<file path="config.mk">
export PLATFORM = sky130hd
export DESIGN_NAME = cfg_spi3_master
export DESIGN_NICKNAME = d
export VERILOG_FILES = /design/src/rtl/cfg_spi3_pkg.sv /design/src/rtl/spi3_half_timer.sv /design/src/rtl/spi3_shift_path.sv /design/src/rtl/cfg_spi3_master.sv
export SDC_FILE = /design/constraint.sdc
export NUM_CORES = 1
export LEC_CHECK = 0
export ABC_AREA = 1
export BUFFER_PORTS_ARGS = -buffer_cell sky130_fd_sc_hd__buf_2
export CAP_MARGIN = 20
export CORE_MARGIN = 5
export CORE_UTILIZATION = 25
export DETAILED_ROUTE_END_ITERATION = 10
export GPL_ROUTABILITY_DRIVEN = 1
export PLACE_DENSITY = 0.52
export SLEW_MARGIN = 20
export SYNTH_ARGS = -nofsm -noshare
export SYNTH_HDL_FRONTEND = slang
export SYNTH_SLANG_ARGS = --single-unit
</file>
<file path="constraint.sdc">
create_clock -name clk -period 1.8 [get_ports clk]
set_input_delay 0.45 -clock clk [delete_from_list [all_inputs] [get_ports clk]]
set_output_delay 0.45 -clock clk [all_outputs]
set_load 0.01 [all_outputs]
</file>
<file path="src/rtl/cfg_spi3_pkg.sv">
package cfg_spi3_pkg;

    localparam int FRAME_W  = 24;
    localparam int ADDR_W   = 13;
    localparam int DATA_W   = 8;
    localparam int RSVD_W   = FRAME_W - 1 - ADDR_W - DATA_W;
    localparam int BIT_W    = $clog2(FRAME_W);
    localparam int RX_START = FRAME_W - DATA_W;

    typedef enum logic [2:0] {
        ST_IDLE,
        ST_CLK_LO,
        ST_CLK_HI,
        ST_GAP,
        ST_DONE
    } spi3_state_e;

    function automatic logic [FRAME_W-1:0] pack_frame(
        input logic              rd,
        input logic [ADDR_W-1:0] addr,
        input logic [DATA_W-1:0] data
    );
        return {rd, {RSVD_W{1'b0}}, addr, data};
    endfunction

endpackage

</file>
<file path="src/rtl/spi3_half_timer.sv">
module spi3_half_timer #(
    parameter int CNT_W = 6
) (
    input  logic             clk,
    input  logic             rst_n,
    input  logic             clr,
    input  logic [CNT_W-1:0] lim,
    output logic             tick
);
    logic [CNT_W-1:0] cnt_q;

    assign tick = (cnt_q == lim - 1'b1);

    always_ff @(posedge clk or negedge rst_n) begin
        if (!rst_n) begin
            cnt_q <= '0;
        end else if (clr || tick) begin
            cnt_q <= '0;
        end else begin
            cnt_q <= cnt_q + 1'b1;
        end
    end
endmodule

</file>
<file path="src/rtl/spi3_shift_path.sv">
module spi3_shift_path #(
    parameter int TX_W = 24,
    parameter int RX_W = 8
) (
    input  logic            clk,
    input  logic            rst_n,
    input  logic            load,
    input  logic [TX_W-1:0] load_val,
    input  logic            shift,
    input  logic            capture,
    input  logic            sdin,
    output logic            sdout,
    output logic [RX_W-1:0] rx_byte
);
    logic [TX_W-1:0] tx_q;
    logic [RX_W-1:0] rx_q;

    assign sdout   = tx_q[TX_W-1];
    assign rx_byte = rx_q;

    always_ff @(posedge clk or negedge rst_n) begin
        if (!rst_n) begin
            tx_q <= '0;
        end else if (load) begin
            tx_q <= load_val;
        end else if (shift) begin
            tx_q <= {tx_q[TX_W-2:0], 1'b0};
        end
    end

    always_ff @(posedge clk or negedge rst_n) begin
        if (!rst_n) begin
            rx_q <= '0;
        end else if (capture) begin
            rx_q <= {rx_q[RX_W-2:0], sdin};
        end
    end
endmodule

</file>
<file path="src/rtl/cfg_spi3_master.sv">
module cfg_spi3_master
    import cfg_spi3_pkg::*;
#(
    parameter int WR_HALF = 4,
    parameter int RD_HALF = 25
) (
    input  logic              clk,
    input  logic              rst_n,
    input  logic              req_valid,
    input  logic              req_read,
    input  logic [ADDR_W-1:0] req_addr,
    input  logic [DATA_W-1:0] req_data,
    output logic              ready,
    output logic              busy,
    output logic              done,
    output logic [DATA_W-1:0] rd_data,
    output logic              sclk,
    output logic              cs_n,
    output logic              sdio_out,
    output logic              sdio_oe,
    input  logic              sdio_in
);
    localparam int MAX_HALF = (RD_HALF > WR_HALF) ? RD_HALF : WR_HALF;
    localparam int CNT_W    = $clog2(2 * MAX_HALF + 1);

    spi3_state_e        state_q, state_d;
    logic [CNT_W-1:0]   half_q;
    logic [CNT_W-1:0]   tim_lim;
    logic               rd_q;
    logic [BIT_W-1:0]   bit_q;
    logic [DATA_W-1:0]  rd_data_q;
    logic [DATA_W-1:0]  rx_byte;
    logic               accept, tick, last_bit, in_frame;
    logic               do_shift, do_capture;

    assign accept   = req_valid && (state_q == ST_IDLE);
    assign last_bit = (bit_q == BIT_W'(FRAME_W - 1));
    assign in_frame = (state_q == ST_CLK_LO) || (state_q == ST_CLK_HI);
    assign tim_lim  = (state_q == ST_GAP) ? (half_q << 1) : half_q;

    assign do_shift   = (state_q == ST_CLK_HI) && tick && !last_bit;
    assign do_capture = (state_q == ST_CLK_LO) && tick && rd_q
                        && (bit_q >= BIT_W'(RX_START));

    spi3_half_timer #(.CNT_W(CNT_W)) u_timer (
        .clk   (clk),
        .rst_n (rst_n),
        .clr   (accept),
        .lim   (tim_lim),
        .tick  (tick)
    );

    spi3_shift_path #(.TX_W(FRAME_W), .RX_W(DATA_W)) u_shift (
        .clk      (clk),
        .rst_n    (rst_n),
        .load     (accept),
        .load_val (pack_frame(req_read, req_addr, req_data)),
        .shift    (do_shift),
        .capture  (do_capture),
        .sdin     (sdio_in),
        .sdout    (sdio_out),
        .rx_byte  (rx_byte)
    );

    // state register
    always_ff @(posedge clk or negedge rst_n) begin
        if (!rst_n) begin
            state_q <= ST_IDLE;
        end else begin
            state_q <= state_d;
        end
    end

    // next state
    always_comb begin
        state_d = state_q;
        unique case (state_q)
            ST_IDLE:   if (accept) state_d = ST_CLK_LO;
            ST_CLK_LO: if (tick)   state_d = ST_CLK_HI;
            ST_CLK_HI: if (tick)   state_d = last_bit ? ST_GAP : ST_CLK_LO;
            ST_GAP:    if (tick)   state_d = ST_DONE;
            ST_DONE:               state_d = ST_IDLE;
            default:               state_d = ST_IDLE;
        endcase
    end

    // outputs
    always_comb begin
        ready = 1'b0;
        busy  = 1'b0;
        done  = 1'b0;
        cs_n  = 1'b1;
        sclk  = 1'b0;
        unique case (state_q)
            ST_IDLE:   ready = 1'b1;
            ST_CLK_LO: begin busy = 1'b1; cs_n = 1'b0; end
            ST_CLK_HI: begin busy = 1'b1; cs_n = 1'b0; sclk = 1'b1; end
            ST_GAP:    busy = 1'b1;
            ST_DONE:   done = 1'b1;
            default:   ready = 1'b0;
        endcase
    end

    assign sdio_oe = !(rd_q && in_frame && (bit_q >= BIT_W'(RX_START)));
    assign rd_data = rd_data_q;

    // frame bookkeeping
    always_ff @(posedge clk or negedge rst_n) begin
        if (!rst_n) begin
            half_q    <= CNT_W'(WR_HALF);
            rd_q      <= 1'b0;
            bit_q     <= '0;
            rd_data_q <= '0;
        end else if (accept) begin
            half_q <= req_read ? CNT_W'(RD_HALF) : CNT_W'(WR_HALF);
            rd_q   <= req_read;
            bit_q  <= '0;
        end else if ((state_q == ST_CLK_HI) && tick) begin
            if (!last_bit) begin
                bit_q <= bit_q + 1'b1;
            end else if (rd_q) begin
                rd_data_q <= rx_byte;
            end
        end
    end
endmodule

</file>
### Word-level counts from Yosys, hierarchy flattened

Index checks and enable logic that the tools add are counted.

| word-level totals | value |
|---|---|
| output and inout bits | 15 |
| input bits | 26 |
| register bits | 61 |
| logic and storage cells | 63 |

| cells by class | value |
|---|---|
| reduce and logical (&&, ||, !) cells | 20 |
| muxes and demuxes | 19 |
| eq/ne operators | 11 |
| add/sub/neg operators | 3 |
| bitwise operators | 1 |
| $lt $le $gt $ge | 1 |

Operators with widths:

| operator | number |
|---|---|
| 24-bit two-way mux | 2 |
| 5-bit two-way mux | 4 |
| 3-bit two-way mux | 4 |
| 6-bit two-way mux | 2 |
| 3-bit one-hot mux with 4 select lines | 1 |
| 1-bit logical AND | 8 |
| 4-bit AND reduction | 2 |
| 6-bit by 1-bit adder with 6-bit output, second input constant | 1 |
| 3-bit by 2-bit == test with 1-bit output, second input constant | 2 |
| 6-bit == test | 1 |
| 2-bit inequality test, second input constant | 3 |
| 6-bit by 1-bit subtractor with 6-bit output, second input constant | 1 |
| 5-bit by 1-bit adder with 5-bit output, second input constant | 1 |
| 5-bit == test, second input constant | 1 |
| 5-bit greater-or-equal comparator, second input constant | 1 |
| 1-bit two-way mux | 5 |
| 2-bit by 1-bit inequality test with 1-bit output, second input constant | 2 |
| 2-bit nonzero test | 2 |
| 3-bit by 1-bit == test with 1-bit output, second input constant | 1 |
| 3-bit == test, second input constant | 1 |
| 3-bit zero test | 1 |
| 3-bit OR reduction | 1 |
| 1-bit zero test | 2 |
| 1-bit logical OR | 2 |
| 4 further kinds | 4 |

### Logic depth before layout (Yosys ltp)

Gate-level depths: netlist (run 1).

| depth | value |
|---|---|
| depth in word-level cells | 8 |
| mapped depth | 13 |
| gate-level depth less buffers | 12 |

### By module

Synthesis (run 1) repeated with hierarchy kept, for this count alone.

| unflattened totals | value |
|---|---|
| cells, all modules | 357 |
| area total of the unflattened synthesis | 2897.8 um^2 |

By module, submodules not included:

| module | cells each | instances | seq. area each (um^2) | area an instance (um^2) |
|---|---|---|---|---|
| spi3_shift_path | 160 | 1 | 800.8 | 1402.6 |
| cfg_spi3_master | 127 | 1 | 451.7 | 1007.2 |
| spi3_half_timer | 70 | 1 | 150.1 | 488.0 |

### Worst setup path after synthesis (run 1)

Ideal clock, no wire load.

| timing | value |
|---|---|
| kind | reg-to-reg |
| start point | reg half_q[3] |
| end point | reg bit_q[1] |
| setup time | 0.117 ns |
| stages on the path, launching flop included | 13 |
| data required time | 1.683 ns |
| period minus slack after synthesis | 1.607 ns |
| path slack | 0.193 ns |
| arrival | 1.490 ns |
| path buffers | 2 |
| cells stage by stage | dfrtp_1 buf_6 inv_4 nand2_2 nand2_1 nand2_1 nor2_1 nand3_1 nor2_2 nand3_2 buf_2 nor2_1 nor2_1 |

| between the ends | value |
|---|---|
| cells in the longest elaborated chain, start to end | 6 |

Ends and longest elaborated chain:

| what | line | text |
|---|---|---|
| start, declared | cfg_spi3_master.sv:27 | `logic [CNT_W-1:0] half_q;` |
| start signal, assigned | cfg_spi3_master.sv:110 | `half_q <= CNT_W'(WR_HALF);` |
| start signal, assigned | cfg_spi3_master.sv:115 | `half_q <= req_read ? CNT_W'(RD_HALF) : CNT_W'(WR_HALF);` |
| 6-bit two-way mux | cfg_spi3_master.sv:39 | `assign tim_lim = (state_q == ST_GAP) ? (half_q << 1) : half_q;` |
| 6-bit by 1-bit subtractor with 6-bit output | spi3_half_timer.sv:12 | `assign tick = (cnt_q == lim - 1'b1);` |
| 6-bit == test | spi3_half_timer.sv:12 |  |
| 1-bit logical AND | cfg_spi3_master.sv:118 | `end else if ((state_q == ST_CLK_HI) && tick) begin` |
| 2-bit nonzero test (no line) | -- |  |
| 2-bit AND reduction (no line) | -- |  |
| end signal, assigned | cfg_spi3_master.sv:120 | `bit_q <= bit_q + 1'b1;` |
| end, declared | cfg_spi3_master.sv:30 | `logic [BIT_W-1:0] bit_q;` |

Every way passes these cells.
A chain may end at the register's enable or synchronous reset.

### Worst setup path after layout (run 1)

| timing | value |
|---|---|
| start point | reg half_q[2] |
| end point | reg u_shift.tx_q[13] |

| between the ends | value |
|---|---|
| cells in the longest elaborated chain, start to end | 6 |

Ends and longest elaborated chain:

| what | line | text |
|---|---|---|
| 6-bit two-way mux | cfg_spi3_master.sv:39 |  |
| 6-bit by 1-bit subtractor with 6-bit output | spi3_half_timer.sv:12 |  |
| 6-bit == test | spi3_half_timer.sv:12 |  |
| 1-bit logical AND (2 in a row) | cfg_spi3_master.sv:41 | `assign do_shift = (state_q == ST_CLK_HI) && tick && !last_bit;` |
| 2-bit nonzero test (no line) | -- |  |
| end signal, assigned | spi3_shift_path.sv:25 | `tx_q <= load_val;` |
| end signal, assigned | spi3_shift_path.sv:27 | `tx_q <= {tx_q[TX_W-2:0], 1'b0};` |
| end, declared | spi3_shift_path.sv:15 | `logic [TX_W-1:0] tx_q;` |

Every way passes these cells.

==> out/qor.json, run 1 <==
{
  "outcome": {"value": "complete, but fails checks"},
  "violations": {"value": "negative setup slack"},
  "grt_first_pass_wirelength": {"value": 11500, "unit": "um"},
  "worstPathArrival": {"value": 2.03, "unit": "ns"},
  "fp.dieH": {"value": 118, "unit": "um"},
  "critPathCaptureType": {"value": "flop"},
  "power-per-cell-area": {"value": 565, "unit": "mW/mm^2"},
  "global_route.overflow_total": {"value": 0},
  "timing.max_cap.violations": {"value": 0},
  "synthFlopType": {"value": "sky130_fd_sc_hd__dfrtp_1"},
  "cts_tree": {"value": "yes"},
  "place.detailed.hpwl": {"value": 4580, "unit": "um"},
  "period_needed": {"value": 1.84, "unit": "ns"},
  "totalNegativeSetupSlack": {"value": -0.581, "unit": "ns"},
  "timing.final.max_slew_violations": {"value": 0},
  "drt-initial-drc-count": {"value": 123},
  "grt_pass1_vias": {"value": 2426},
  "yosys.area.top_type": {"value": "sky130_fd_sc_hd__dfrtp_1"},
  "count_of_unique_library_cells_instantiated_by_yosys": {"value": 27},
  "synth.avg_cell_area": {"value": 7.51, "unit": "um^2"},
  "synth.top_cells.by_count": {"value": "182 x sky130_fd_sc_hd__nand2_1, 59 x sky130_fd_sc_hd__nand3_1, 55 x sky130_fd_sc_hd__dfrtp_1, 20 x sky130_fd_sc_hd__nor2_1, 18 x sky130_fd_sc_hd__inv_1"},
  "preCtsSetupSlack": {"value": 0.00674, "unit": "ns"},
  "floorplan.die.width": {"value": 118, "unit": "um"},
  "vias_per_cell": {"value": 4.51},
  "finalHoldWorstSlack": {"value": 0.0930, "unit": "ns"},
  "placeableCoreArea": {"value": 0.0114, "unit": "mm^2"},
  "finalCoreUtilization": {"value": 0.362},
  "gp_routability_congestion": {"value": 0.811},
  "worst_setup_path_start_kind": {"value": "flop"},
  "cts_htree_levels": {"value": 2},
  "worst-path-max-fanout": {"value": 7},
  "synth.ff_latch_count": {"value": 56},
  "dieArea": {"value": 0.0138, "unit": "mm^2"},
  "detail_route.first_pass.iterations": {"value": 4},
  "combinational_family_with_the_most_area_after_synthesis": {"value": "simple AND/OR/NAND/NOR gates"},
  "synth.most_common_cell": {"value": "sky130_fd_sc_hd__nand2_1"},
  "worstPathRequired": {"value": 1.99, "unit": "ns"},
  "syn2layout_area_growth": {"value": 42.0, "unit": "%"},
  "post-route-worst-setup-slack": {"value": -0.0428, "unit": "ns"},
  "cells_after_synth": {"value": 386},
  "fin_area": {"value": 0.00412, "unit": "mm^2"},
  "dpl-instance-area": {"value": 0.00334, "unit": "mm^2"},
  "clock-sinks": {"value": 56},
  "cts.path.max_buffers": {"value": 2},
  "slew-limit-headroom": {"value": 0.701},
  "syn-cell-area": {"value": 0.00290, "unit": "mm^2"},
  "antenna_violating_nets_post_route": {"value": 0},
  "dr_total_vias": {"value": 2682},
  "drt-wirelength-per-cell": {"value": 12.7, "unit": "um"},
  "timing.critical_path.slowest_stage_cell": {"value": "sky130_fd_sc_hd__dfstp_2"},
  "route.final.wire_length": {"value": 7530, "unit": "um"},
  "power_leakage": {"value": 2.16, "unit": "nW"},
  "start_util": {"value": 0.255},
  "grt_max_degree": {"value": 62},
  "yosys_warnings": {"value": 0},
  "fmax": {"value": 543, "unit": "MHz"},
  "final_cycle_share": {"value": 1.02},
  "number_of_antenna_violations_at_the_first_check_in_global_routing": {"value": 0},
  "async_flop_share": {"value": 1.00},
  "antenna_fix_cells": {"value": 0},
  "post_synth_fa_ha_maj_area_fraction": {"value": 0.0129},
  "clock_latency": {"value": 0.30, "unit": "ns"},
  "ctsRootBufferMaster": {"value": "sky130_fd_sc_hd__clkbuf_16"},
  "synth_compound_gate_area_share": {"value": 0.00950},
  "final_setup_fails": {"value": 28},
  "remaining_drc_errors": {"value": 0},
  "critical-path-max-stage-delay": {"value": 0.59, "unit": "ns"},
  "synth_top_area_share": {"value": 0.475},
  "synth_edf_count": {"value": 0},
  "tritoncts.num_buffers": {"value": 5},
  "crit_type": {"value": "reg2reg"},
  "layout_cells_sized_above_1": {"value": 0.374},
  "synth.net_count": {"value": 415},
  "worst-slew-pin-transition": {"value": 0.448, "unit": "ns"},
  "timing.final.hold_violations": {"value": 0},
  "xor_xnor_portion_of_the_synthesized_cell_area": {"value": 0.0242},
  "synth_mux_area_frac": {"value": 0},
  "crit_path_cell_trace": {"value": "nand2_4 -> nand2_2 -> nand2_2 -> nor2_2 -> nand3_2 -> nor2_4 -> nand3_4 -> buf_12 -> clkbuf_16 -> nand3_2 -> nand2_1"},
  "rows": {"value": 39},
  "skew": {"value": 0.00422, "unit": "ns"},
  "worstHoldPathType": {"value": "in2async"},
  "cts.reportedPaths.clkPinSlew": {"value": 0.07, "unit": "ns"},
  "synth_area_leaders": {"value": "sky130_fd_sc_hd__dfrtp_1 47%, sky130_fd_sc_hd__nand2_1 24%, sky130_fd_sc_hd__nand3_1 10%"},
  "setup_repair_after_global_routing_missed_its_margin": {"value": "yes"},
  "simple_gate_fraction_of_synth_area": {"value": 0.407},
  "buffer_ports.inserted": {"value": 40},
  "synth_seq_area_share": {"value": 0.484},
  "io_pins": {"value": 41},
  "grtUsageTotal": {"value": 0.0970},
  "nNetsFinal": {"value": 481},
  "power.ir.vdd_worst": {"value": 0.312, "unit": "mV"}
}
cells in the final DEF (no fill, tap or decap), drive strengths merged:
cell	synthesis	layout
xnor2	2	2
o21a	1	1
clkbuf	3	8
nand3b	1	1
clkinv	1	2
dfstp	1	1
o21ai	3	3
dfrtp	55	55
nor3	3	3
inv	22	22
ha	3	3
nor2	23	23
nand2	188	190
buf	12	70
xor2	6	6
a21oi	1	1
nand3	61	61
layer usage:
metal  share of wire  global-route usage  vias to the layer above
met4           0.010              0.0258                        0
met1            0.48               0.136                     1283
met3           0.052              0.0298                        7
li1                -                   -                     1342
met5               0                   0                        -
met2            0.45               0.145                       50
report_power, final:
part / internal [W] / switching (W) / total [W]
registers: 0.00126 / 0 / 0.00126
logic: 0.0000260 / 0.0000351 / 0.0000611
clock network: 0.000550 / 0.000457 / 0.00101
total: 0.00183 / 0.000492 / 0.00233
stage by stage:
stage | instances | power, W
2_1_floorplan | 386 | 0.00128
3_3_place_gp | 568 | 0.00135
3_5_place_dp | 568 | 0.00135
4_1_cts | 577 | 0.00236
5_1_grt | 595 | 0.00242
6_report | 595 | 0.00233
kinds of logic (layout without fill, tap and decap cells):
family,count (synthesis),after routing
AO/OA/AOI/OAI,5,5
XOR/XNOR,8,8
adder cells (fa/ha/maj),3,3
AND/OR/NAND/NOR,276,278
buffers and inverters,38,102
flip-flops,56,56
critical path, delay by kind of cell, from the launching register on:
kind	cells	cell delay [ns]
buffers and inverters	2	0.34
flip-flops	1	0.59
AND/OR/NAND/NOR	9	0.81
what timing repair did:
| item | CTS | global route |
|---|---|---|
| endpoints found under the setup margin | 16 | 50 |
| cloned | 0 | 5 |
| endpoints found under the hold margin | 0 | 0 |
| pin swaps | 2 | 43 |
| gates resized for setup | 16 | 83 |
| setup buffers | 2 | 13 |
| hold buffers | 0 | 0 |
layout make-up:
type,instances,area [um^2]
timing repair buffer,72,583
clock inverter,1,8.76
inverter,23,104
clock buffer,6,139
sequential,56,1410
fill,1188,7250
tap,143,179
multi-input combinational,294,1700
final timing paths:
path / cells after the start / from / slack, ns / end
min in group clk: 3 / req_data[0] / 0.37 / u_shift.tx_q[0]
setup reg to reg: 11 / half_q[2] / -0.04 / u_shift.tx_q[13]
max in group asynchronous: 2 / rst_n / 1.19 / u_shift.tx_q[20]
setup / recovery: 11 / half_q[2] / -0.04 / u_shift.tx_q[13]
hold reg to reg: 2 / rd_data[6] / 0.48 / rd_data[6]
hold / removal: 1 / rst_n / 0.09 / state_q[1]
sequential cells by signal, indices dropped and copies added (netlist names):
name / count
u_shift.rx_byte: 8
half_q: 2
u_timer.cnt_q: 6
bit_q: 5
state_q: 3
u_shift.tx_q: 24
rd_data: 8
Note: power is estimated with default switching activity, not from simulation.
==> run 2, diff against run 1 <==
- ABC_AREA: 1 -> 0
- ABC_CLOCK_PERIOD_IN_PS: not set -> 1800
==> out/qor.json, run 2 <==
{
  "yosys.area.top_type": {"value": "sky130_fd_sc_hd__dfrtp_1", "change": "unchanged"},
  "synth_edf_count": {"value": 0, "change": "unchanged"},
  "post-route-worst-setup-slack": {"value": -0.716, "unit": "ns", "change": "was -0.0428 ns"},
  "cells_after_synth": {"value": 273, "change": "was 386"},
  "drt-initial-drc-count": {"value": 75, "change": "was 123"},
  "buffer_ports.inserted": {"value": 40, "change": "unchanged"},
  "grtUsageTotal": {"value": 0.106, "change": "was 0.0970"},
  "worst-path-max-fanout": {"value": 8, "change": "was 7"},
  "vias_per_cell": {"value": 4.49, "change": "was 4.51"},
  "nNetsFinal": {"value": 388, "change": "was 481"},
  "power_leakage": {"value": 1.79, "unit": "nW", "change": "was 2.16 nW"},
  "final_cycle_share": {"value": 1.40, "change": "was 1.02"},
  "layout_commonest_cell": {"value": "sky130_fd_sc_hd__dfrtp_1", "change": "was sky130_fd_sc_hd__nand2_1"},
  "crit_path_cell_trace": {"value": "or3b_4 -> mux2i_2 -> nor3_2 -> or4_4 -> nor4_4 -> buf_6 -> mux2_2", "change": "was nand2_4 -> nand2_2 -> nand2_2 -> nor2_2 -> nand3_2 -> nor2_4 -> nand3_4 -> buf_12 -> clkbuf_16 -> nand3_2 -> nand2_1"},
  "start_util": {"value": 0.254, "change": "was 0.255"},
  "antenna_fix_cells": {"value": 0, "change": "unchanged"},
  "worstPathRequired": {"value": 2.00, "unit": "ns", "change": "was 1.99 ns"},
  "syn2layout_area_growth": {"value": 48.6, "unit": "%", "change": "was 42.0%"},
  "route.final.wire_length": {"value": 6710, "unit": "um", "change": "was 7530 um"},
  "async_flop_share": {"value": 1.00, "change": "unchanged"},
  "placeableCoreArea": {"value": 0.0107, "unit": "mm^2", "change": "was 0.0114 mm^2"},
  "synth_top_area_share": {"value": 0.504, "change": "was 0.475"},
  "num-fill-cells": {"value": 1117, "change": "was 1188"},
  "worst-slew-pin-transition": {"value": 0.558, "unit": "ns", "change": "was 0.448 ns"},
  "layout_cells_sized_above_1": {"value": 0.464, "change": "was 0.374"},
  "timing.critical_path.slowest_stage_cell": {"value": "sky130_fd_sc_hd__dfstp_2", "change": "unchanged"},
  "dieArea": {"value": 0.0131, "unit": "mm^2", "change": "was 0.0138 mm^2"},
  "finish.cell_count_without_fillers": {"value": 500, "change": "was 595"},
  "synth.ff_latch_count": {"value": 56, "change": "unchanged"},
  "yosys_warnings": {"value": 0, "change": "unchanged"},
  "worstHoldPathType": {"value": "in2async", "change": "unchanged"},
  "power.total": {"value": 0.00204, "unit": "W", "change": "was 0.00233 W"},
  "finalCoreUtilization": {"value": 0.377, "change": "was 0.362"},
  "place.detailed.hpwl": {"value": 4360, "unit": "um", "change": "was 4580 um"},
  "synth.most_common_cell": {"value": "sky130_fd_sc_hd__dfrtp_1", "change": "was sky130_fd_sc_hd__nand2_1"},
  "synth_area_leaders": {"value": "sky130_fd_sc_hd__dfrtp_1 50%, sky130_fd_sc_hd__nand2_1 7.4%, sky130_fd_sc_hd__mux2_2 6.6%", "change": "was sky130_fd_sc_hd__dfrtp_1 47%, sky130_fd_sc_hd__nand2_1 24%, sky130_fd_sc_hd__nand3_1 10%"},
  "critPathCaptureType": {"value": "flop", "change": "unchanged"},
  "gp_routability_congestion": {"value": 0.811, "change": "about the same"},
  "cts.reportedPaths.clkPinSlew": {"value": 0.10, "unit": "ns", "change": "was 0.07 ns"},
  "fp.dieH": {"value": 114, "unit": "um", "change": "was 118 um"},
  "cts_htree_levels": {"value": 2, "change": "unchanged"},
  "setup_repair_after_global_routing_missed_its_margin": {"value": "yes", "change": "unchanged"},
  "largest_register_ff_count": {"value": 24, "change": "unchanged"},
  "clock-sinks": {"value": 56, "change": "unchanged"},
  "grt_pass1_vias": {"value": 2397, "change": "was 2426"},
  "preCtsSetupSlack": {"value": -0.747, "unit": "ns", "change": "was 0.00674 ns"},
  "remaining_drc_errors": {"value": 0, "change": "unchanged"},
  "synthFlopType": {"value": "sky130_fd_sc_hd__dfrtp_1", "change": "unchanged"},
  "rrSetupSlack": {"value": -0.72, "unit": "ns", "change": "was -0.04 ns"},
  "syn-cell-area": {"value": 0.00273, "unit": "mm^2", "change": "was 0.00290 mm^2"},
  "grt_max_degree": {"value": 49, "change": "was 62"},
  "timing.final.max_slew_violations": {"value": 0, "change": "unchanged"},
  "crit_type": {"value": "reg2reg", "change": "unchanged"},
  "number_of_antenna_violations_at_the_first_check_in_global_routing": {"value": 0, "change": "unchanged"},
  "timing.max_cap.violations": {"value": 0, "change": "unchanged"},
  "synth.avg_cell_area": {"value": 10.0, "unit": "um^2", "change": "was 7.51 um^2"},
  "outcome": {"value": "complete, but fails checks", "change": "unchanged"},
  "power-per-cell-area": {"value": 502, "unit": "mW/mm^2", "change": "was 565 mW/mm^2"},
  "worst_setup_path_start_kind": {"value": "flop", "change": "unchanged"},
  "dr_total_vias": {"value": 2245, "change": "was 2682"},
  "synth_seq_area_share": {"value": 0.514, "change": "was 0.484"},
  "final_setup_fails": {"value": 55, "change": "was 28"},
  "count_of_unique_library_cells_instantiated_by_yosys": {"value": 43, "change": "was 27"},
  "regMostFlops": {"value": "u_shift.tx_q", "change": "unchanged"},
  "drt-wirelength-per-cell": {"value": 13.4, "unit": "um", "change": "was 12.7 um"},
  "violations": {"value": "negative setup slack", "change": "unchanged"},
  "antenna_violating_nets_post_route": {"value": 0, "change": "unchanged"},
  "critical-path-max-stage-delay": {"value": 0.56, "unit": "ns", "change": "was 0.59 ns"},
  "global_route.overflow_total": {"value": 0, "change": "unchanged"},
  "cts.path.max_buffers": {"value": 2, "change": "unchanged"},
  "skew": {"value": 0.00319, "unit": "ns", "change": "was 0.00422 ns"},
  "io_pins": {"value": 41, "change": "unchanged"},
  "rows": {"value": 38, "change": "was 39"},
  "totalNegativeSetupSlack": {"value": -28.26, "unit": "ns", "change": "was -0.581 ns"},
  "dp_cells": {"value": 475, "change": "was 568"},
  "worstPathArrival": {"value": 2.72, "unit": "ns", "change": "was 2.03 ns"},
  "slew-limit-headroom": {"value": 0.628, "change": "was 0.701"},
  "period_needed": {"value": 2.52, "unit": "ns", "change": "was 1.84 ns"},
  "synth.net_count": {"value": 302, "change": "was 415"},
  "synth.top_cells.by_count": {"value": "55 x sky130_fd_sc_hd__dfrtp_1, 54 x sky130_fd_sc_hd__nand2_1, 25 x sky130_fd_sc_hd__nand3_1, 21 x sky130_fd_sc_hd__o211ai_1, 16 x sky130_fd_sc_hd__mux2_2", "change": "was 182 x sky130_fd_sc_hd__nand2_1, 59 x sky130_fd_sc_hd__nand3_1, 55 x sky130_fd_sc_hd__dfrtp_1, 20 x sky130_fd_sc_hd__nor2_1, 18 x sky130_fd_sc_hd__inv_1"},
  "tritoncts.num_buffers": {"value": 5, "change": "unchanged"},
  "floorplan.die.width": {"value": 114, "unit": "um", "change": "was 118 um"},
  "power.ir.vdd_worst": {"value": 0.274, "unit": "mV", "change": "was 0.312 mV"},
  "clock_latency": {"value": 0.31, "unit": "ns", "change": "was 0.30 ns"},
  "grt_first_pass_wirelength": {"value": 11400, "unit": "um", "change": "was 11500 um"},
  "timing.final.hold_violations": {"value": 0, "change": "unchanged"},
  "detail_route.first_pass.iterations": {"value": 4, "change": "unchanged"},
  "cts_tree": {"value": "yes", "change": "unchanged"},
  "ctsRootBufferMaster": {"value": "sky130_fd_sc_hd__clkbuf_8", "change": "was sky130_fd_sc_hd__clkbuf_16"},
  "mostFrequentLayoutCells": {"value": "54 x sky130_fd_sc_hd__dfrtp_1, 52 x sky130_fd_sc_hd__nand2_1, 38 x sky130_fd_sc_hd__buf_2, 32 x sky130_fd_sc_hd__buf_4, 21 x sky130_fd_sc_hd__o211ai_1", "change": "was 158 x sky130_fd_sc_hd__nand2_1, 53 x sky130_fd_sc_hd__dfrtp_1, 39 x sky130_fd_sc_hd__buf_2, 33 x sky130_fd_sc_hd__nand3_2, 25 x sky130_fd_sc_hd__nand3_1"},
  "fmax": {"value": 397, "unit": "MHz", "change": "was 543 MHz"}
}
-- run 2: cell types whose count changed after synthesis, sizes merged, moves of 4 or more --
cell / delta
clkbuf: +13
nand3: -36
mux2: +16
o211ai: +21
inv: -15
mux2i: +5
nand2: -134
nor2: -8
a21oi: +4
buf: -8
-- run 2: repair_timing --
| item | in CTS | in global routing |
|---|---|---|
| cloned | 5 | 0 |
| hold endpoints to repair | 0 | 0 |
| setup endpoints to repair | 57 | 58 |
| setup buffers | 10 | 6 |
| pin swaps | 42 | 9 |
| hold buffers | 0 | 0 |
| resized for setup | 52 | 21 |
-- run 2: power by group --
group | switching [W] | total [W] | internal (W)
Sequential | 0.000000885 | 0.00126 | 0.00126
Clock | 0.000437 | 0.000717 | 0.000280
Combinational | 0.0000342 | 0.0000601 | 0.0000260
-- run 2: critical path, delay by kind of cell, from the launching register on --
kind / cells / cell delay [ns]
AND/OR/NAND/NOR: 4 / 1.15
flip-flops: 1 / 0.56
multiplexers: 2 / 0.52
buffers and inverters: 1 / 0.18
-- run 2: logic make-up (layout without fill, tap and decap cells) --
group / count (synthesis) / in the layout / share of synthesized area
AOI/OAI and AO/OA: 36 / 36 / 0.0954
xor gates and xnor gates: 7 / 7 / 0.0225
adders and majority gates: 3 / 3 / 0.0138
buffers and inverters: 27 / 114 / 0.0426
DFF: 56 / 56 / 0.514
muxes: 21 / 21 / 0.0844
and+or+nand+nor: 123 / 123 / 0.227
-- run 2: per-stage QoR --
step,hold WS [ns],cell area (um^2)
after floorplan,0.154,2760
after global placement,0.439,3420
after detailed placement,0.441,3420
after CTS,0.0907,3930
after global routing,0.100,4060
final,0.0830,4060
-- run 2: final cells by class --
| class | instances | area, um^2 | area share |
|---|---|---|---|
| Sequential cell | 56 | 1400 | 0.346 |
| Inverter | 7 | 26.3 | 0.00648 |
| Multi-Input combinational cell | 190 | 1460 | 0.361 |
| Clock buffer | 5 | 68.8 | 0.0170 |
| Tap cell | 140 | 175 | 0.0432 |
| Clock inverter | 3 | 22.5 | 0.00555 |
| Timing Repair Buffer | 99 | 895 | 0.221 |
-- run 2: worst paths after layout --
| path | cells past startpoint | endpoint | from |
|---|---|---|---|
| max | 7 | rd_data[0] | half_q[2] |
| min | 1 | u_shift.rx_byte[4] | rst_n |
| max reg2reg | 7 | rd_data[0] | half_q[2] |
| min reg2reg | 1 | u_shift.rx_byte[7] | u_shift.rx_byte[7] |
| max in group asynchronous | 2 | u_shift.tx_q[20] | rst_n |
| min in group clk | 3 | u_shift.tx_q[0] | req_data[0] |
-- run 2: layer usage --
layer | up-vias | track usage | part of all wire
met5 | - | 0 | 0
met3 | 4 | 0.0217 | 0.034
met4 | 0 | 0.0293 | 0.0088
met2 | 32 | 0.172 | 0.48
met1 | 1080 | 0.145 | 0.48
li1 | 1129 | - | -
==> run 3, diff against run 2 <==
- CAP_MARGIN: 20 -> not set
- CORE_MARGIN: 5 -> 8
==> out/qor.json, run 3 (synthesized netlist as in run 2, its figures left out) <==
{
  "outcome": {"value": "complete, but fails checks", "change": "unchanged"},
  "violations": {"value": "negative setup slack", "change": "unchanged"},
  "grtUsageTotal": {"value": 0.0984, "change": "was 0.106"},
  "crit_path_cell_trace": {"value": "or3b_4 -> mux2i_2 -> nor3_2 -> or4_4 -> nor4_4 -> buf_6 -> mux2_2", "change": "unchanged"},
  "vias_per_cell": {"value": 4.62, "change": "was 4.49"},
  "worstPathRequired": {"value": 2.00, "unit": "ns", "change": "about the same"},
  "worst-slew-pin-transition": {"value": 0.475, "unit": "ns", "change": "was 0.558 ns"},
  "skew": {"value": 0.0103, "unit": "ns", "change": "was 0.00319 ns"},
  "number_of_antenna_violations_at_the_first_check_in_global_routing": {"value": 0, "change": "unchanged"},
  "final_cycle_share": {"value": 1.38, "change": "was 1.40"},
  "dieArea": {"value": 0.0145, "unit": "mm^2", "change": "was 0.0131 mm^2"},
  "fmax": {"value": 402, "unit": "MHz", "change": "was 397 MHz"},
  "cts.reportedPaths.clkPinSlew": {"value": 0.10, "unit": "ns", "change": "about the same"},
  "tritoncts.num_buffers": {"value": 5, "change": "unchanged"},
  "power_leakage": {"value": 1.81, "unit": "nW", "change": "was 1.79 nW"},
  "rows": {"value": 38, "change": "unchanged"},
  "r2r-end": {"value": "rd_data[1]", "change": "was rd_data[0]"},
  "ctsRootBufferMaster": {"value": "sky130_fd_sc_hd__clkbuf_8", "change": "unchanged"},
  "dp_cells": {"value": 474, "change": "was 475"},
  "fp.dieH": {"value": 120, "unit": "um", "change": "was 114 um"},
  "critPathCaptureType": {"value": "flop", "change": "unchanged"},
  "layout_commonest_cell": {"value": "sky130_fd_sc_hd__dfrtp_1", "change": "unchanged"},
  "drt-initial-drc-count": {"value": 93, "change": "was 75"},
  "cts-hold-fix-buffers": {"value": 0, "change": "unchanged"},
  "start_util": {"value": 0.254, "change": "unchanged"},
  "cts.path.max_buffers": {"value": 2, "change": "unchanged"},
  "period_needed": {"value": 2.49, "unit": "ns", "change": "was 2.52 ns"},
  "startpoint_of_the_most_critical_setup_path": {"value": "half_q[2]", "change": "unchanged"},
  "antenna_fix_cells": {"value": 0, "change": "unchanged"},
  "ff2ff_path_depth": {"value": 7, "change": "unchanged"},
  "dr_total_vias": {"value": 2306, "change": "was 2245"},
  "timing.final.max_slew_violations": {"value": 0, "change": "unchanged"},
  "largest_register_ff_count": {"value": 24, "change": "unchanged"},
  "grt_max_degree": {"value": 49, "change": "unchanged"},
  "finalCoreUtilization": {"value": 0.374, "change": "was 0.377"},
  "crit_type": {"value": "reg2reg", "change": "unchanged"},
  "io_pins": {"value": 41, "change": "unchanged"},
  "finish.cell_count_without_fillers": {"value": 499, "change": "was 500"},
  "layout_cells_sized_above_1": {"value": 0.398, "change": "was 0.464"},
  "slew-limit-headroom": {"value": 0.683, "change": "was 0.628"},
  "buffer_ports.inserted": {"value": 40, "change": "unchanged"},
  "floorplan.die.width": {"value": 120, "unit": "um", "change": "was 114 um"},
  "regMostFlops": {"value": "u_shift.tx_q", "change": "unchanged"},
  "worstHoldPathType": {"value": "in2async", "change": "unchanged"},
  "clock_latency": {"value": 0.31, "unit": "ns", "change": "about the same"},
  "antenna_violating_nets_post_route": {"value": 0, "change": "unchanged"},
  "setup_repair_after_global_routing_missed_its_margin": {"value": "yes", "change": "unchanged"},
  "rrSetupSlack": {"value": -0.69, "unit": "ns", "change": "was -0.72 ns"},
  "preCtsSetupSlack": {"value": -0.734, "unit": "ns", "change": "was -0.747 ns"},
  "grt_pass1_vias": {"value": 2484, "change": "was 2397"},
  "timing.critical_path.slowest_stage_cell": {"value": "sky130_fd_sc_hd__dfstp_2", "change": "unchanged"},
  "syn2layout_area_growth": {"value": 47.3, "unit": "%", "change": "was 48.6%"},
  "placeableCoreArea": {"value": 0.0107, "unit": "mm^2", "change": "unchanged"},
  "place.detailed.hpwl": {"value": 4510, "unit": "um", "change": "was 4360 um"},
  "worst-path-max-fanout": {"value": 8, "change": "unchanged"},
  "worstPathArrival": {"value": 2.68, "unit": "ns", "change": "was 2.72 ns"},
  "route.final.wire_length": {"value": 6790, "unit": "um", "change": "was 6710 um"},
  "timing.final.hold_violations": {"value": 0, "change": "unchanged"},
  "mostFrequentLayoutCells": {"value": "55 x sky130_fd_sc_hd__dfrtp_1, 53 x sky130_fd_sc_hd__nand2_1, 38 x sky130_fd_sc_hd__buf_2, 33 x sky130_fd_sc_hd__buf_4, 25 x sky130_fd_sc_hd__nand3_1", "change": "was 54 x sky130_fd_sc_hd__dfrtp_1, 52 x sky130_fd_sc_hd__nand2_1, 38 x sky130_fd_sc_hd__buf_2, 32 x sky130_fd_sc_hd__buf_4, 21 x sky130_fd_sc_hd__o211ai_1"},
  "gp_routability_congestion": {"value": 0.753, "change": "was 0.811"},
  "clock-sinks": {"value": 56, "change": "unchanged"},
  "global_route.overflow_total": {"value": 0, "change": "unchanged"},
  "cts_tree": {"value": "yes", "change": "unchanged"},
  "remaining_drc_errors": {"value": 0, "change": "unchanged"},
  "power-per-cell-area": {"value": 566, "unit": "mW/mm^2", "change": "was 502 mW/mm^2"},
  "cts_htree_levels": {"value": 2, "change": "unchanged"},
  "power.total": {"value": 0.00227, "unit": "W", "change": "was 0.00204 W"},
  "num-fill-cells": {"value": 1115, "change": "was 1117"},
  "nNetsFinal": {"value": 388, "change": "unchanged"},
  "grt_first_pass_wirelength": {"value": 11800, "unit": "um", "change": "was 11400 um"},
  "worst_r2r_startpoint": {"value": "half_q[2]", "change": "unchanged"},
  "post-route-worst-setup-slack": {"value": -0.688, "unit": "ns", "change": "was -0.716 ns"},
  "drt-wirelength-per-cell": {"value": 13.6, "unit": "um", "change": "was 13.4 um"},
  "critical-path-max-stage-delay": {"value": 0.56, "unit": "ns", "change": "about the same"},
  "timing.max_cap.violations": {"value": 0, "change": "unchanged"},
  "detail_route.first_pass.iterations": {"value": 5, "change": "was 4"},
  "final_setup_fails": {"value": 54, "change": "was 55"},
  "worst_setup_path_start_kind": {"value": "flop", "change": "unchanged"},
  "power.ir.vdd_worst": {"value": 0.366, "unit": "mV", "change": "was 0.274 mV"}
}
==> run 3: layout make-up <==
class / instances / area [um^2] / area share
clock buffer: 5 / 68.8 / 0.0171
clock inverter: 2 / 60.1 / 0.0149
inverter: 7 / 26.3 / 0.00654
multi-input combinational: 190 / 1350 / 0.336
sequential: 56 / 1400 / 0.349
tap: 140 / 175 / 0.0436
timing repair buffer: 99 / 935 / 0.233
==> run 3: timing repair <==
action | in CTS | in global routing
setup endpoints to repair | 57 | 58
gates cloned | 6 | 0
pin swaps | 11 | 9
buffers inserted | 11 | 3
gates resized for setup | 34 | 8
==> run 3: power breakdown <==
group | switching (W) | total, W | internal, W | leakage (nW)
sequential | 0.000000783 | 0.00126 | 0.00126 | 0.726
clock | 0.000408 | 0.000956 | 0.000548 | 0.0642
combinational | 0.0000337 | 0.0000584 | 0.0000246 | 1.02
total | 0.000442 | 0.00227 | 0.00183 | 1.81
==> run 3: worst max-delay path: cells and delay by family (launching register included) <==
family / cells / cell delay, ns
simple gates: 4 / 1.11
flops: 1 / 0.56
mux: 2 / 0.51
buf+inv: 1 / 0.18
==> run 3: stage by stage <==
| step | TNS [ns] | instance area [um^2] | hold slack, ns |
|---|---|---|---|
| after floorplan | -31.65 | 2760 | 0.154 |
| after global placement | -23.62 | 3420 | 0.379 |
| final | -27.37 | 4020 | 0.0396 |
| after CTS | -26.58 | 3980 | 0.0410 |
| after detailed placement | -25.61 | 3420 | 0.381 |
| after global routing | -33.93 | 4020 | 0.0548 |
==> run 3: routing by layer <==
| layer | vias up | GRT usage | share of wire |
|---|---|---|---|
| li1 | 1133 | - | - |
| met4 | 0 | 0.0320 | 0.011 |
| met2 | 47 | 0.168 | 0.50 |
| met5 | - | 0 | 0 |
| met1 | 1116 | 0.121 | 0.45 |
| met3 | 10 | 0.0210 | 0.043 |
==> run 3: worst max-delay path by stage <==
stage	slack (ns)	cells after the start	to
final	-0.69	7	rd_data[1]
after global routing	-0.79	7	rd_data[6]
after CTS	-0.69	7	rd_data[6]
after detailed placement	-0.73	7	rd_data[6]
after global placement	-0.66	7	rd_data[6]
after floorplan	-0.89	8	rd_data[0]
